$ cat config.mk
export PLATFORM = sky130hd
export DESIGN_NAME = valtrk_top
export DESIGN_NICKNAME = d
export VERILOG_FILES = /design/src/rtl/valtrk_pkg.sv /design/src/rtl/valtrk_edge.sv /design/src/rtl/valtrk_timer.sv /design/src/rtl/valtrk_ctrl.sv /design/src/rtl/valtrk_top.sv
export SDC_FILE = /design/constraint.sdc
export NUM_CORES = 1
export LEC_CHECK = 0
export BUFFER_PORTS_ARGS = -buffer_cell sky130_fd_sc_hd__clkbuf_2
export CAP_MARGIN = 20
export CELL_PAD_IN_SITES_DETAIL_PLACEMENT = 0
export CELL_PAD_IN_SITES_GLOBAL_PLACEMENT = 1
export CORE_MARGIN = 2
export CORE_UTILIZATION = 30
export DETAILED_ROUTE_END_ITERATION = 7
export PLACE_DENSITY_LB_ADDON = 0.1
export SLEW_MARGIN = 20
export SYNTH_ARGS = -nofsm -noshare
export SYNTH_HDL_FRONTEND = slang
export SYNTH_SLANG_ARGS = --single-unit
$ cat constraint.sdc
create_clock -name clk -period 2.59 [get_ports clk]
set_input_delay 0.3885 -clock clk [delete_from_list [all_inputs] [get_ports clk]]
set_output_delay 0.3885 -clock clk [all_outputs]
set_load 0.01 [all_outputs]
$ cat src/rtl/valtrk_pkg.sv
package valtrk_pkg;

    typedef enum logic [1:0] {
        ST_IDLE    = 2'd0,
        ST_WAIT    = 2'd1,
        ST_DISCARD = 2'd2
    } vt_state_e;

    localparam int NUM_EV     = 5;
    localparam int EV_CHAN    = 0;
    localparam int EV_SELFCAL = 1;
    localparam int EV_SYSCAL  = 2;
    localparam int EV_BGCAL   = 3;
    localparam int EV_INPUT   = 4;

    localparam int PER_W  = 4;
    localparam int DISC_W = 3;

    localparam logic [PER_W-1:0]  PER_CHAN    = 4'd3;
    localparam logic [PER_W-1:0]  PER_SELFCAL = 4'd9;
    localparam logic [PER_W-1:0]  PER_SYSCAL  = 4'd6;
    localparam logic [PER_W-1:0]  PER_BGCAL   = 4'd6;
    localparam logic [PER_W-1:0]  PER_SYNC    = 4'd3;
    localparam logic [DISC_W-1:0] DISC_BGCAL  = 3'd1;
    localparam logic [DISC_W-1:0] DISC_INPUT  = 3'd3;

endpackage

$ cat src/rtl/valtrk_edge.sv
module valtrk_edge (
    input  logic clk,
    input  logic rst_n,
    input  logic sig_n,
    output logic fall
);
    logic prev_q;

    always_ff @(posedge clk) begin
        if (!rst_n) prev_q <= 1'b1;
        else        prev_q <= sig_n;
    end

    assign fall = prev_q & ~sig_n;
endmodule

$ cat src/rtl/valtrk_timer.sv
module valtrk_timer #(
    parameter int NOTCH_CYC = 16,
    parameter int PER_W     = 4
) (
    input  logic             clk,
    input  logic             rst_n,
    input  logic             load,
    input  logic [PER_W-1:0] periods,
    output logic             expired
);
    localparam int CYC_W = (NOTCH_CYC > 2) ? $clog2(NOTCH_CYC) : 1;
    localparam logic [CYC_W-1:0] CYC_TOP = CYC_W'(NOTCH_CYC - 1);

    logic [CYC_W-1:0] cyc_q;
    logic [PER_W-1:0] per_q;

    always_ff @(posedge clk) begin
        if (!rst_n) begin
            cyc_q <= '0;
            per_q <= '0;
        end else if (load) begin
            cyc_q <= CYC_TOP;
            per_q <= periods;
        end else if (per_q != '0) begin
            if (cyc_q == '0) begin
                cyc_q <= CYC_TOP;
                per_q <= per_q - 1'b1;
            end else begin
                cyc_q <= cyc_q - 1'b1;
            end
        end
    end

    assign expired = (per_q == '0);
endmodule

$ cat src/rtl/valtrk_ctrl.sv
module valtrk_ctrl
    import valtrk_pkg::*;
(
    input  logic                clk,
    input  logic                rst_n,
    input  logic                fall,
    input  logic [NUM_EV-1:0]   evt_code,
    input  logic                sync_pulse,
    input  logic                extra_discard,
    input  logic                expired,
    output logic                tmr_load,
    output logic [PER_W-1:0]    tmr_periods,
    output logic                res_valid,
    output logic                settle_busy
);
    vt_state_e         st_q, st_nxt;
    logic [DISC_W-1:0] disc_q, disc_nxt;
    logic              evt_ok;
    logic              valid_d;
    logic              valid_q;

    assign evt_ok = $onehot(evt_code);

    always_comb begin
        st_nxt      = st_q;
        disc_nxt    = disc_q;
        tmr_load    = 1'b0;
        tmr_periods = '0;
        if (sync_pulse) begin
            tmr_load    = 1'b1;
            tmr_periods = PER_SYNC;
            disc_nxt    = '0;
            st_nxt      = ST_WAIT;
        end else if (evt_ok) begin
            if (evt_code[EV_INPUT]) begin
                disc_nxt = DISC_INPUT + DISC_W'(extra_discard);
                st_nxt   = ST_DISCARD;
            end else begin
                tmr_load = 1'b1;
                st_nxt   = ST_WAIT;
                disc_nxt = '0;
                if (evt_code[EV_CHAN])         tmr_periods = PER_CHAN;
                else if (evt_code[EV_SELFCAL]) tmr_periods = PER_SELFCAL;
                else if (evt_code[EV_SYSCAL])  tmr_periods = PER_SYSCAL;
                else begin
                    tmr_periods = PER_BGCAL;
                    disc_nxt    = DISC_BGCAL;
                end
            end
        end else begin
            unique case (st_q)
                ST_IDLE: st_nxt = ST_IDLE;
                ST_WAIT: begin
                    if (expired)
                        st_nxt = (disc_q != '0) ? ST_DISCARD : ST_IDLE;
                end
                ST_DISCARD: begin
                    if (fall) begin
                        disc_nxt = disc_q - 1'b1;
                        if (disc_q <= DISC_W'(1)) begin
                            disc_nxt = '0;
                            st_nxt   = ST_IDLE;
                        end
                    end
                end
                default: st_nxt = ST_IDLE;
            endcase
        end
    end

    assign valid_d = (st_q == ST_IDLE) && fall && !sync_pulse && !evt_ok;

    always_ff @(posedge clk) begin
        if (!rst_n) begin
            st_q   <= ST_IDLE;
            disc_q <= '0;
        end else begin
            st_q   <= st_nxt;
            disc_q <= disc_nxt;
        end
    end

    always_ff @(posedge clk) begin
        if (!rst_n) valid_q <= 1'b0;
        else        valid_q <= valid_d;
    end

    assign res_valid   = valid_q;
    assign settle_busy = (st_q != ST_IDLE);
endmodule

$ cat src/rtl/valtrk_top.sv
module valtrk_top
    import valtrk_pkg::*;
#(
    parameter int NOTCH_CYC = 16
) (
    input  logic              clk,
    input  logic              rst_n,
    input  logic              drdy_n,
    input  logic [NUM_EV-1:0] evt_code,
    input  logic              sync_pulse,
    input  logic              extra_discard,
    output logic              res_valid,
    output logic              settle_busy
);
    logic             fall;
    logic             expired;
    logic             tmr_load;
    logic [PER_W-1:0] tmr_periods;

    valtrk_edge u_edge (
        .clk   (clk),
        .rst_n (rst_n),
        .sig_n (drdy_n),
        .fall  (fall)
    );

    valtrk_timer #(
        .NOTCH_CYC (NOTCH_CYC),
        .PER_W     (PER_W)
    ) u_timer (
        .clk     (clk),
        .rst_n   (rst_n),
        .load    (tmr_load),
        .periods (tmr_periods),
        .expired (expired)
    );

    valtrk_ctrl u_ctrl (
        .clk           (clk),
        .rst_n         (rst_n),
        .fall          (fall),
        .evt_code      (evt_code),
        .sync_pulse    (sync_pulse),
        .extra_discard (extra_discard),
        .expired       (expired),
        .tmr_load      (tmr_load),
        .tmr_periods   (tmr_periods),
        .res_valid     (res_valid),
        .settle_busy   (settle_busy)
    );
endmodule

==> impl_metrics.yaml, run 1 <==
clock_tree:
  cts_buffers: 3
  cts_setup_buffers: 0
  post_cts_resized: 0
  cts_sinks: 15
  clk_pin_slew_ns: 0.10
  cts_root_buf: "clkbuf_4"
  clk_latency_ns: 0.28
  tritoncts: "yes"
  cts_buffer_depth: 2
  htreeDepth: 1
  holdBufCountCts: 0
critical_path:
  r2r_start: "u_timer.per_q[1]$_SDFFE_PN0P_"
  endpoint_kind: "register"
  crit_slowest_cell: "fa_1"
  cpPeakStageDelay_ns: 0.53
  startpoint: "evt_code[0]"
  critPathArrivalTime_ns: 2.59
  crit_chain: "clkbuf_2 > inv_1 > ha_1 > inv_1 > fa_1 > fa_1 > nor4bb_1 > buf_4 > buf_4 > nor3_1 > a221oi_2"
  cp_max_fo: 7
  crit_type: "input pin to register"
  worst_setup_path_start_kind: "input pin"
  worstPathRequired_ns: 2.79
drt:
  ant_nets: 0
  drt_iter0_drc: 45
  vias_per_cell: 5.09
  drt-wirelength-per-cell_um: 13.2
  vias: 947
  drc: 0
  wirelength_um: 2450
  dr.pass1.iters: 4
synthesis:
  yosys-top-cells-area: "dfxtp_1 (28%), ha_1 (13%), inv_1 (5.6%), fa_1 (3.7%), nor4_1 (3.5%)"
  synthArstFlopShare: 0
  synth_flop_cell: "dfxtp_1"
  syn_area_per_cell_um2: 9.10
  synth_nets: 141
  yosysMostFrequentCell: "inv_1"
  synth_cells: 118
  ys_ff_latch: 15
  netlist_area_mm2: 0.00107
  synth_common_cells: "inv_1 (16), dfxtp_1 (15), ha_1 (11)"
  ys_seq_area_frac: 0.280
  synth_edf_count: 0
  yosysWarnings: 0
  synth_top_area_share: 0.280
  netlist-cell-type-count: 43
  yosys.area.top_type: "dfxtp_1"
die:
  die_w_um: 63.8
  fp.dieH_um: 63.8
  initial_core_util: 0.317
  ioPinCount: 12
  die_area_mm2: 0.00407
  core-area_mm2: 0.00339
  row_count: 21
layout:
  drive_above_1_share: 0.229
  areaGrowthSynthToFinish_pct: 18.3
  nNetsFinal: 164
  diodes: 0
  n_fill_cell: 363
global_routing:
  grt_pass1_vias: 922
  grt_pass1_wl_um: 4070
  antenna_found_initial: 0
  grt_max_degree: 12
  overflow: 0
  grt_use_total: 0.126
placed_design:
  pre_cts_slack_ns: -0.116
  port_buffers: 11
  place_congestion: 0.753
  hpwl_um: 2000
sta:
  fmax_mhz: 419
  relSlewSlack: 0.613
  fin_crit_sh: 0.921
  setup_viol: 0
  finClkSkew_ns: 0.00408
  tns_ns: 0
  worst_slew_pin_slew_ns: 0.579
  final.min_clock_period_ns: 2.39
  rsz0062_at_grt: "false"
  finalMaxSlewViolations: 0
  hold_violations: 0
  worst_slack_ns: 0.204
pwr:
  p_per_area_mw_per_mm2: 492
  vdd_ir_drop_max_uv: 139
  leakagePower_nw: 0.543
hold_path:
  hold_path.class: "input pin to register"
  hp-start: "drdy_n"
job:
  maxCapViolations: 0
outcome:
  status: "finished clean"
==> worst paths after layout <==
kind	cells past startpoint	slack [ns]	end
worst max-delay path	11	0.20	u_timer.cyc_q[2]$_SDFFE_PN0P_
worst min-delay path	2	0.34	u_edge.prev_q$_SDFF_PN1_
worst max register to register	5	0.77	u_timer.per_q[0]$_SDFFE_PN0P_
worst min register to register	2	0.51	u_ctrl.res_valid$_SDFF_PN0_
==> power by group <==
group	internal [mW]	switching (mW)	total (mW)	leakage [nW]
clock network	0.0573	0.0812	0.138	0.0177
logic	0.100	0.109	0.210	0.401
registers	0.253	0.0236	0.277	0.124
total	0.411	0.214	0.625	0.543
==> cells by family after synthesis <==
group | Yosys count | synth area share
simple gates | 42 | 0.267
compound gates | 27 | 0.193
buf+inv | 19 | 0.0734
flops | 15 | 0.280
fa+ha+maj | 13 | 0.166
mux | 2 | 0.0210
==> placed cells by master, fill, tap and decap left out, types with 2 or more instances in the layout <==
cell type  count
nand4b_1       3
mux2_2         2
clkbuf_4       3
o211ai_1       2
a21oi_1        4
nand2b_1       5
nor2b_1        4
o21ai_0        4
fa_1           2
dfxtp_1       15
nor2_1         5
nor3b_1        4
inv_1         16
nand4bb_1      2
buf_4         10
clkbuf_2      11
nor4_1         6
ha_1          11
a2111oi_1      2
a211oi_1       2
o41ai_1        2
nor3_1         2
==> worst max-delay path: cells and delay by family <==
kind,cells,cell delay (ns)
buffers and inverters,5,0.51
adder cells (fa/ha/maj),3,1.20
AO/OA/AOI/OAI,1,0.24
AND/OR/NAND/NOR,2,0.27
==> cell type report <==
type,count,area (um2),share of cell area
tap,46,57.6,0.0453
timing repair buffer,21,130,0.102
sequential,15,300,0.236
clock inverter,1,5.00,0.00394
clock buffer,3,22.5,0.0177
inverter,16,60.1,0.0473
multi-input combinational,84,694,0.547
==> per-layer routing <==
metal,share of wire,vias to the layer above,global-route usage
li1,-,485,-
met1,0.50,450,0.167
met4,0.0082,0,0.0408
met2,0.47,10,0.206
met5,0,-,0
met3,0.027,2,0.0246
==> registers in the layout, summed over array words and instances, names as in the netlist <==
register          count
u_ctrl.res_valid      1
u_ctrl.disc_q         3
u_timer.per_q         4
u_timer.cyc_q         4
u_edge.prev_q         1
u_ctrl.st_q           2
==> stage by stage <==
step / instances / power, mW / util / cell area (um2) / hold slack, ns
2_1_floorplan: 118 / 0.422 / - / 1070 / 0.462
3_3_place_gp: 182 / 0.491 / 0.367 / 1240 / 0.507
3_5_place_dp: 182 / 0.493 / 0.367 / 1240 / 0.507
4_1_cts: 186 / 0.637 / 0.375 / 1270 / 0.322
5_1_grt: 186 / 0.676 / 0.375 / 1270 / 0.344
6_report: 186 / 0.625 / 0.375 / 1270 / 0.339
Note: power is estimated with default switching activity, not from simulation.
==> run 2: changes to the inputs <==
--- a/config.mk
+++ b/config.mk
@@ -5,15 +5,15 @@
 export SDC_FILE = /design/constraint.sdc
 export NUM_CORES = 1
 export LEC_CHECK = 0
-export BUFFER_PORTS_ARGS = -buffer_cell sky130_fd_sc_hd__clkbuf_2
 export CAP_MARGIN = 20
 export CELL_PAD_IN_SITES_DETAIL_PLACEMENT = 0
 export CELL_PAD_IN_SITES_GLOBAL_PLACEMENT = 1
 export CORE_MARGIN = 2
 export CORE_UTILIZATION = 30
 export DETAILED_ROUTE_END_ITERATION = 7
+export DONT_BUFFER_PORTS = 1
 export PLACE_DENSITY_LB_ADDON = 0.1
-export SLEW_MARGIN = 20
 export SYNTH_ARGS = -nofsm -noshare
 export SYNTH_HDL_FRONTEND = slang
+export SYNTH_HIERARCHICAL = 1
 export SYNTH_SLANG_ARGS = --single-unit
==> run 2 against run 1 <==
  * Die area is 1.1% lower
  * Clock power about the same
  * Synthesized cell count rose by 0.85%
  * Global-route usage up 1.0 points
  * Non-clock buffer count fell by 10
  * Sequential share of layout area about the same
  * Clock skew fell by 0.0024 ns
  * Setup slack gained 0.041 ns
  * Register-to-register slack lost 0.05 ns
  * Critical endpoint is now u_timer/cyc_q[3]$_SDFFE_PN0P_
==> impl_metrics.yaml, run 2 <==
outcome:
  status: "finished clean"
synthesis:
  synth_flop_cell: "dfxtp_1"
  yosysMostFrequentCell: "inv_1"
  synth_top_area_share: 0.283
  synth_nets: 141
  synth_common_cells: "inv_1 (20), dfxtp_1 (15), ha_1 (10)"
  synth_cells: 119
  yosys-top-cells-area: "dfxtp_1 (28%), ha_1 (12%), inv_1 (7.1%), fa_1 (3.8%), mux2i_1 (3.8%)"
  ys_ff_latch: 15
  synthArstFlopShare: 0
  netlist-cell-type-count: 43
  yosys.area.top_type: "dfxtp_1"
  ys_seq_area_frac: 0.283
  netlist_area_mm2: 0.00106
  synth_edf_count: 0
  syn_area_per_cell_um2: 8.92
  yosysWarnings: 6
clock_tree:
  clk_latency_ns: 0.29
  cts_sinks: 15
  cts_buffers: 3
  post_cts_resized: 0
  cts_root_buf: "clkbuf_4"
  holdBufCountCts: 0
  cts_buffer_depth: 2
  htreeDepth: 1
  clk_pin_slew_ns: 0.10
  tritoncts: "yes"
  cts_setup_buffers: 0
layout:
  reg_top3: "u_timer/cyc_q (4), u_timer/per_q (4), u_ctrl/disc_q (3)"
  fin_area_mm2: 0.00127
  nNetsFinal: 154
  diodes: 0
  final_cell_mix: "inv_1 (15), dfxtp_1 (15), buf_4 (11)"
  areaGrowthSynthToFinish_pct: 19.9
  drive_above_1_share: 0.260
placed_design:
  hpwl_um: 1870
  pre_cts_slack_ns: -0.0491
  place_congestion: 0.703
  place_area_mm2: 0.00124
  port_buffers: 0
pwr:
  p_per_area_mw_per_mm2: 503
  leakagePower_nw: 0.560
  vdd_ir_drop_max_uv: 216
  finalPower_mw: 0.640
die:
  ioPinCount: 12
  die_area_mm2: 0.00403
  initial_core_util: 0.315
  core-area_mm2: 0.00336
  die_w_um: 63.5
  fp.dieH_um: 63.5
  row_count: 21
sta:
  worst_slack_ns: 0.245
  whs_ns: 0.169
  hold_violations: 0
  relSlewSlack: 0.638
  fmax_mhz: 426
  finClkSkew_ns: 0.00167
  final.min_clock_period_ns: 2.35
  worst_slew_pin_slew_ns: 0.542
  setup_viol: 0
  rsz0062_at_grt: "false"
  finalMaxSlewViolations: 0
  tns_ns: 0
  fin_crit_sh: 0.905
critical_path:
  worst_setup_path_start_kind: "input pin"
  critPathArrivalTime_ns: 2.53
  cpPeakStageDelay_ns: 0.48
  path_delay_family: "adder cells"
  path_buf_inv: 3
  endpoint_kind: "register"
  crit_type: "input pin to register"
  crit_chain: "ha_4 > inv_2 > fa_2 > fa_1 > and4bb_2 > nor2_4 > inv_1 > inv_4 > nand4_1 > o311a_1"
  crit_slowest_cell: "fa_1"
  worstPathRequired_ns: 2.78
  cp_max_fo: 6
drt:
  vias: 927
  drt-wirelength-per-cell_um: 13.6
  drt_iter0_drc: 33
  dr.pass1.iters: 4
  drc: 0
  wirelength_um: 2410
  vias_per_cell: 5.24
  ant_nets: 0
global_routing:
  overflow: 0
  antenna_found_initial: 0
  grt_pass1_wl_um: 4310
  grt_max_degree: 13
  grt_pass1_vias: 911
  grt_use_total: 0.137
hold_path:
  hold_path.class: "input pin to register"
job:
  maxCapViolations: 0
run 2: cell count changes in the layout (fill, tap and decap cells not counted), moves of 3 or more:
cell,before,now
nor2_1,5,2
ha_1,11,8
mux2i_1,0,4
nand2b_1,5,1
clkbuf_2,11,0
and3_1,1,4
nor3b_1,4,1
nor4_1,6,0
run 2: logic make-up after synthesis:
family	Yosys count	share of synthesized area
adder cells (fa/ha/maj)	12	0.156
buffers and inverters	23	0.0884
multiplexers	4	0.0377
AO/OA/AOI/OAI	29	0.204
flip-flops	15	0.283
AND/OR/NAND/NOR	36	0.231
run 2: worst register-to-register path, stage by stage (launching register included):
cell	delay, ns
dfxtp_1	0.41
inv_1	0.08
ha_1	0.23
or3b_1	0.38
inv_1	0.20
o41ai_2	0.37
o21bai_1	0.14
run 2: area by class of cell:
cell class | instances | area [um2]
Clock inverter | 1 | 5.00
Sequential cell | 15 | 300
Inverter | 20 | 87.6
Fill cell | 393 | 2090
Clock buffer | 3 | 22.5
Timing Repair Buffer | 11 | 82.6
Multi-Input combinational cell | 81 | 717
Tap cell | 46 | 57.6
run 2: per-layer routing:
layer / wire, um / vias to the layer above / global-route usage
met2: 1010 / 25 / 0.192
met4: 21 / 0 / 0.0326
li1: - / 454 / -
met3: 146 / 2 / 0.0482
met1: 1240 / 446 / 0.198
met5: 0 / - / 0
run 2: final timing paths:
path	slack, ns	start	depth (start not counted)	to
setup / recovery	0.24	evt_code[3]	10	u_timer/cyc_q[3]$_SDFFE_PN0P_
hold / removal	0.17	rst_n	1	u_edge/prev_q$_SDFF_PN1_
setup reg to reg	0.72	u_timer/per_q[0]$_SDFFE_PN0P_	6	u_timer/per_q[3]$_SDFFE_PN0P_
hold reg to reg	0.50	u_timer/per_q[3]$_SDFFE_PN0P_	2	u_timer/per_q[3]$_SDFFE_PN0P_
run 2: per-stage QoR:
stage	instances	util
floorplan	119	-
global placement	173	0.370
detailed placement	173	0.370
CTS	177	0.378
global route	177	0.378
finish	177	0.378
run 2: report_power, final:
| group | switching [mW] | internal (mW) |
|---|---|---|
| Sequential | 0.0202 | 0.252 |
| Combinational | 0.116 | 0.111 |
| Clock | 0.0840 | 0.0574 |
